===== src/rtl/ppg_pkg.sv =====
package ppg_pkg;

   // Default lane geometry
   localparam int LANES_DEF     = 4;
   localparam int LANE_DATA_DEF = 8;

   // Parity sense as carried on the select input
   typedef enum logic {
      SENSE_EVEN = 1'b0,
      SENSE_ODD  = 1'b1
   } par_sense_e;

endpackage


===== src/rtl/ppg_lane_code.sv =====
module ppg_lane_code #(
   parameter int DW = 8
) (
   input  logic [DW-1:0] data,
   input  logic          odd_sel,
   output logic          code_bit
);
   import ppg_pkg::*;

   if (DW < 1) begin : g_bad_dw
      $error("ppg_lane_code: DW must be at least 1");
   end

   par_sense_e sense;
   logic       data_xor;

   assign sense = par_sense_e'(odd_sel);

   always_comb begin
      data_xor = ^data;
      // the bit that brings the lane's ones count to the chosen sense
      code_bit = (sense == SENSE_ODD) ? ~data_xor : data_xor;
   end

endmodule


===== src/rtl/ppg_check.sv =====
module ppg_check #(
   parameter int LANES     = 4,
   parameter int LANE_DATA = 8,
   localparam int LANE_W   = LANE_DATA + 1,
   localparam int BUS_W    = LANES * LANE_W
) (
   input  logic             clk,
   input  logic             rst_n,
   input  logic             odd_sel,
   input  logic [BUS_W-1:0] din,
   output logic             perr_n
);

   if (LANES < 1) begin : g_bad_lanes
      $error("ppg_check: LANES must be at least 1");
   end

   logic [LANES-1:0] lane_bad;

   for (genvar k = 0; k < LANES; k++) begin : g_lane
      logic expect_bit;
      logic got_bit;

      ppg_lane_code #(.DW(LANE_DATA)) u_code (
         .data    (din[k*LANE_W +: LANE_DATA]),
         .odd_sel (odd_sel),
         .code_bit(expect_bit)
      );

      assign got_bit     = din[k*LANE_W + LANE_DATA];
      assign lane_bad[k] = got_bit ^ expect_bit;
   end

   always_ff @(posedge clk or negedge rst_n) begin
      if (!rst_n) perr_n <= 1'b1;
      else        perr_n <= ~(|lane_bad);
   end

   // checker state: armed one cycle after reset release
   logic chk_armed;
   always_ff @(posedge clk or negedge rst_n) begin
      if (!rst_n) chk_armed <= 1'b0;
      else        chk_armed <= 1'b1;
   end

   logic [LANES-1:0] lane_odd_cnt;
   for (genvar k = 0; k < LANES; k++) begin : g_cnt
      assign lane_odd_cnt[k] = ($countones(din[k*LANE_W +: LANE_W]) % 2) == 1;
   end


   reset_flag_chk: assert property (@(posedge clk) !rst_n |=> perr_n);


   err_flag_chk: assert property (@(posedge clk) disable iff (!rst_n)
      chk_armed |-> (perr_n == ($past(lane_odd_cnt) == {LANES{$past(odd_sel)}})));

endmodule


===== src/rtl/ppg_gen.sv =====
module ppg_gen #(
   parameter int LANES     = 4,
   parameter int LANE_DATA = 8,
   localparam int LANE_W   = LANE_DATA + 1,
   localparam int BUS_W    = LANES * LANE_W
) (
   input  logic             odd_sel,
   input  logic             gen_en,
   input  logic [BUS_W-1:0] raw,
   output logic [BUS_W-1:0] cooked
);

   if (LANES < 1) begin : g_bad_lanes
      $error("ppg_gen: LANES must be at least 1");
   end

   for (genvar k = 0; k < LANES; k++) begin : g_lane
      logic fresh_bit;

      ppg_lane_code #(.DW(LANE_DATA)) u_code (
         .data    (raw[k*LANE_W +: LANE_DATA]),
         .odd_sel (odd_sel),
         .code_bit(fresh_bit)
      );

      assign cooked[k*LANE_W +: LANE_DATA] = raw[k*LANE_W +: LANE_DATA];
      assign cooked[k*LANE_W + LANE_DATA]  =
         gen_en ? fresh_bit : raw[k*LANE_W + LANE_DATA];
   end

endmodule


===== src/rtl/ppg_port.sv =====
module ppg_port #(
   parameter int LANES     = ppg_pkg::LANES_DEF,
   parameter int LANE_DATA = ppg_pkg::LANE_DATA_DEF,
   localparam int LANE_W   = LANE_DATA + 1,
   localparam int BUS_W    = LANES * LANE_W
) (
   input  logic             clk,
   input  logic             rst_n,
   input  logic             odd_sel,
   input  logic             gen_en,
   input  logic [BUS_W-1:0] din,
   input  logic [BUS_W-1:0] dout_raw,
   output logic [BUS_W-1:0] dout,
   output logic             perr_n
);

   ppg_check #(.LANES(LANES), .LANE_DATA(LANE_DATA)) u_check (
      .clk    (clk),
      .rst_n  (rst_n),
      .odd_sel(odd_sel),
      .din    (din),
      .perr_n (perr_n)
   );

   ppg_gen #(.LANES(LANES), .LANE_DATA(LANE_DATA)) u_gen (
      .odd_sel(odd_sel),
      .gen_en (gen_en),
      .raw    (dout_raw),
      .cooked (dout)
   );


   pass_through_chk: assert property (@(posedge clk) disable iff (!rst_n)
      !gen_en |-> (dout == dout_raw));

   for (genvar k = 0; k < LANES; k++) begin : g_gen_chk

      gen_sense_chk: assert property (@(posedge clk) disable iff (!rst_n)
         gen_en |-> ((($countones(dout[k*LANE_W +: LANE_W]) % 2) == 1) == odd_sel));

      gen_data_chk: assert property (@(posedge clk) disable iff (!rst_n)
         dout[k*LANE_W +: LANE_DATA] == dout_raw[k*LANE_W +: LANE_DATA]);
   end

endmodule


===== config.mk =====
export PLATFORM = sky130hd
export DESIGN_NAME = ppg_port
export DESIGN_NICKNAME = d
export VERILOG_FILES = /design/src/rtl/ppg_pkg.sv /design/src/rtl/ppg_lane_code.sv /design/src/rtl/ppg_check.sv /design/src/rtl/ppg_gen.sv /design/src/rtl/ppg_port.sv
export SDC_FILE = /design/constraint.sdc
export NUM_CORES = 1
export LEC_CHECK = 0
export CORE_UTILIZATION = 25
export DETAILED_ROUTE_END_ITERATION = 8
export PLACE_DENSITY = 0.79
export SKIP_CTS_REPAIR_TIMING = 1
export SYNTH_ARGS = -nofsm -noshare
export SYNTH_HDL_FRONTEND = slang
export SYNTH_SLANG_ARGS = --single-unit

===== constraint.sdc =====
create_clock -name clk -period 2.6 [get_ports clk]
set_input_delay 0.78 -clock clk [delete_from_list [all_inputs] [get_ports clk]]
set_output_delay 0.78 -clock clk [all_outputs]
set_load 0.01 [all_outputs]

==> results.toml, run 1 <==
[route]
drtPass1Iterations = 4
routed.top_layer = "met3"
routed_wl_mm = 2.828
ant_nets = 0
drc = 0
drt_iter0_drc = 9
wl_met3_um = 165
wl_met1_um = 905
avgRoutedWirePerCell_um = 12.40
vias = 895
vias_per_cell = 3.925
wl_met2_mm = 1.757

[power_and_ir_drop]
power_density_mw_per_mm2 = 263.8
finalPower_uw = 554.8
total_leakage_power_nw = 1.042
vdd_drop_max_mv = 0.1478

[setup_path]
worstSetupStartpointType = "input pin"
worst_ep_required_time_ns = 1.82
crit_path_max_fanout = 2
cp-end-kind = "primary output"
path_class = "input pin to primary output"
arrival_ns = 1.97
max_stage_delay_ns = 0.42
cp_slowest_cell = "xnor3_1"
crit_chain = "buf_8 > xnor2_2 > xnor3_1 > xnor2_1 > mux2_4 > buf_6"

[synthesis]
yosysMostFrequentCell = "xnor2_1"
synthFlopType = "dfstp_2"
ys_seq_area_share_pct = 2.706
synth_cell_types = 8
ys_top_cells_by_count = "xnor2_1 (44), buf_4 (32), xnor3_1 (8), xor2_1 (8), mux2_2 (4)"
async_reset_ff_share_pct = 100.0
syn_nets = 175
syn_area_um2 = 970.9
synth_top_area_share_pct = 39.69
avgSynthCellArea_um2 = 9.807
netlist_top_cells_area = "xnor2_1 (40%), buf_4 (25%), xnor3_1 (19%)"
ys_warn_count = 0
ys_ff_latch = 1
synth-edff-count = 0
synth_largest_area_cell = "xnor2_1"
syn_inst = 99

[outcome]
status = "complete, but fails checks"
violations = "setup timing"

[layout]
regArea_um2 = 26.28
largest_registers = "u_check.perr_n (1)"
finalNetCount = 258
max_flop_register = "u_check.perr_n"
area_growth_pct = 116.6
multi_input_area_um2 = 809.5
diodes = 0
fillCellCount = 327
largest_reg_flops = 1
drive_gt1_share_pct = 18.89

[floorplanning]
die_area_mm2 = 0.004137
core-area_mm2 = 0.003689
fp.dieW_um = 64.32
rows = 22
num_io_pins = 113
initial_core_util_pct = 26.32
die_height_um = 64.32

[grt]
antenna_found_initial = 0
grtUsageTotal_pct = 11.05
grt_first_pass_wirelength_mm = 3.684
grt_pass1_vias = 883
grt-ovfl-total = 0
grt_max_degree = 6

[sta]
hold_ws_ns = 1.107
period_share_pct = 105.9
setup_viol = 4
fmax_mhz = 363.1
relSlewSlack_pct = 81.20
period_needed_ns = 2.754
worst_pin_slew_ns = 0.2812
setup_ws_ns = -0.1537
rsz0062_at_grt = "true"
hold_violations = 0
maxSlewViolCount = 0

[flow_run]
cap_viol_max_count = 0

[placed_design]
portBuffers = 112
place_congestion = 0.6740
place_hpwl_mm = 2.412

[hold_path]
min_path_type = "input pin to asynchronous set/reset pin"

[clock_tree]
cts.reportedPaths.clkPinSlew_ns = 0
## power by group
group / internal, mW / total, mW / switching (mW)
registers: 0.0226 / 0.0244 / 0.00181
clock network: 0 / 0 / 0
logic: 0.358 / 0.530 / 0.173
total: 0.380 / 0.555 / 0.175
## cells by family after synthesis
logic type | share of synthesized area (%)
DFF | 2.707
xor gates and xnor gates | 65.46
muxes | 4.639
buffers and inverters | 25.90
and+or+nand+nor | 1.288
## metrics by stage
step           TNS (ns)  utilization [%]  setup WS [ns]  cell area (um^2)  cells
4_1_cts          -4.483            51.93         -1.019              1916    228
6_report        -0.5496            57.02        -0.1537              2103    228
2_1_floorplan         0                -       0.003977             970.9     99
3_5_place_dp     -4.399            51.93         -1.016              1916    228
3_3_place_gp     -4.192            51.93        -0.9862              1916    228
5_1_grt         -0.7850            57.02        -0.2136              2103    228
## per-layer routing
layer  vias to the layer above  GRT usage, %
met2                        49         25.26
met5                         -             0
li1                        438             -
met3                         0        0.1786
met1                       408         11.11
met4                         0             0
## critical path: cells and delay by family
family | cells | cell delay (ns)
xor gates and xnor gates | 3 | 0.70
muxes | 1 | 0.27
buffers and inverters | 2 | 0.22
## worst paths after layout
check	cells past startpoint	slack [ns]	from	end
max in group asynchronous	1	1.47	rst_n	u_check.perr_n
worst max-delay path	6	-0.15	dout_raw[34]	dout[35]
worst min-delay path	1	1.11	rst_n	u_check.perr_n
min in group clk	1	1.59	u_check.perr_n	perr_n
## area by class of cell
class | count | share of cell area (%)
multi-input cells | 65 | 38.49
flip-flops and latches | 1 | 1.249
well taps | 48 | 2.855
repair buffers | 114 | 57.41
## cells in the final DEF (no fill, tap or decap)
master and count:
xnor3_1 8, buf_6 7, nor4_2 1, xor2_2 2, xnor2_1 34, dfstp_2 1, dlymetal6s2s_1 23, xnor2_4 1
clkdlybuf4s50_1 75, buf_8 4, xor2_1 6, mux2_4 4, xnor2_2 9, clkbuf_2 3, buf_4 2
No activity file was read; power rests on OpenSTA's default activity.
==> inputs of run 2 (changes only) <==
--- a/config.mk
+++ b/config.mk
@@ -8,6 +8,7 @@
 export CORE_UTILIZATION = 25
 export DETAILED_ROUTE_END_ITERATION = 8
 export PLACE_DENSITY = 0.79
+export RECOVER_POWER = 100
 export SKIP_CTS_REPAIR_TIMING = 1
 export SYNTH_ARGS = -nofsm -noshare
 export SYNTH_HDL_FRONTEND = slang
==> run 2 against run 1 <==
Net effect: the flow still finishes with violations (setup timing); core utilization did not move; largest power group unchanged; sequential power about the same; die area is the same; worst hold slack improved by 0.070 ns; final area unchanged; critical endpoint unchanged; total power decreased by 0.42%; sequential cell count unchanged.
==> results.toml, run 2 (synthesis results as in run 1) <==
[outcome]
status = "complete, but fails checks"
violations = "setup timing"

[power_and_ir_drop]
vdd_drop_max_mv = 0.1478
internal-power_uw = 378.0
power_density_mw_per_mm2 = 262.7
seq_power_share_pct = 4.4
p_sw_uw = 174.5
p_sw_share_pct = 31.58
clockPowerShare_pct = 0
total_leakage_power_nw = 1.046
finalPower_uw = 552.5
comb_power_share_pct = 95.6

[setup_path]
path_class = "input pin to primary output"
cp-end-kind = "primary output"
max_stage_delay_ns = 0.42
critPathLaunch = "dout_raw[34]"
arrival_ns = 1.97
crit_chain = "buf_8 > xnor2_2 > xnor3_1 > xnor2_1 > mux2_4 > buf_6"
worst_ep_required_time_ns = 1.82
cp_slowest_cell = "xnor3_1"
cp_num_buf_inv = 2
crit_path_max_fanout = 2
worstSetupStartpointType = "input pin"
cpLargestDelayFamily = "XOR/XNOR gates"
critical_path_depth = 6

[sta]
relSlewSlack_pct = 81.20
rsz0062_at_grt = "true"
period_share_pct = 105.9
maxSlewViolCount = 0
worst_pin_slew_ns = 0.2812
setup_viol = 4
period_needed_ns = 2.754
fmax_mhz = 363.1
hold_violations = 0
setup_ws_ns = -0.1537

[route]
routed_wl_mm = 2.827
drtPass1Iterations = 4
drc = 0
vias = 895
drt_iter0_drc = 9
avgRoutedWirePerCell_um = 12.40
ant_nets = 0
vias_per_cell = 3.925

[clock_tree]
cts.reportedPaths.clkPinSlew_ns = 0

[placed_design]
place_congestion = 0.6740
place_hpwl_mm = 2.412
post-place-cells = 228
portBuffers = 112

[grt]
grt_max_degree = 6
grt_pass1_vias = 883
grt_first_pass_wirelength_mm = 3.684
antenna_found_initial = 0
grt-ovfl-total = 0
grtUsageTotal_pct = 11.05

[flow_run]
cap_viol_max_count = 0

[layout]
max_flop_register = "u_check.perr_n"
finalNetCount = 258
final_common_cell = "clkdlybuf4s50_1"
largest_registers = "u_check.perr_n (1)"
largest_reg_flops = 1
drive_gt1_share_pct = 18.89
diodes = 0
area_growth_pct = 116.6
final_cells = 228
fillCellCount = 327
layout_common_cells = "clkdlybuf4s50_1 (72), xnor2_1 (34), dlymetal6s2s_1 (23)"

[floorplanning]
die_area_mm2 = 0.004137
num_io_pins = 113
initial_core_util_pct = 26.32
die_height_um = 64.32
core-area_mm2 = 0.003689
rows = 22
fp.dieW_um = 64.32

[hold_path]
min_path_type = "input pin to asynchronous set/reset pin"
-- run 2: routing by layer --
metal	vias up	track usage, %	share of wire, %
met4	0	0	0
met2	49	25.26	62
li1	438	-	-
met1	408	11.11	32
met5	-	0	0
met3	0	0.1786	5.8
-- run 2: final timing paths --
kind,slack [ns],to
setup / recovery,-0.15,dout[35]
hold / removal,1.18,u_check.perr_n
max in group asynchronous,1.40,u_check.perr_n
min in group clk,1.63,u_check.perr_n
-- run 2: power by group through the flow --
stage | logic [mW] | clock network, mW | registers, mW
after floorplan | 0.286 | 0 | 0.0259
after global placement | 0.489 | 0 | 0.0233
after detailed placement | 0.495 | 0 | 0.0241
after CTS | 0.498 | 0 | 0.0241
after global routing | 0.561 | 0 | 0.0248
final | 0.528 | 0 | 0.0242
-- run 2: stage by stage --
stage | utilization (%) | TNS, ns | worst slack [ns] | hold slack [ns] | instance area [um^2]
CTS | 51.93 | -4.483 | -1.019 | 1.113 | 1916
global route | 57.02 | -0.7845 | -0.2136 | 1.193 | 2103
finish | 57.02 | -0.5490 | -0.1537 | 1.177 | 2103
floorplan | - | 0 | 0.003977 | 0.6322 | 970.9
detailed placement | 51.93 | -4.399 | -1.016 | 1.113 | 1916
global placement | 51.93 | -4.192 | -0.9862 | 1.097 | 1916
-- run 2: area by class of cell --
class	instances	area [um^2]	area share, %
multi-input cells	65	809.5	38.49
flip-flops and latches	1	26.28	1.249
well taps	48	60.06	2.855
repair buffers	114	1207	57.41
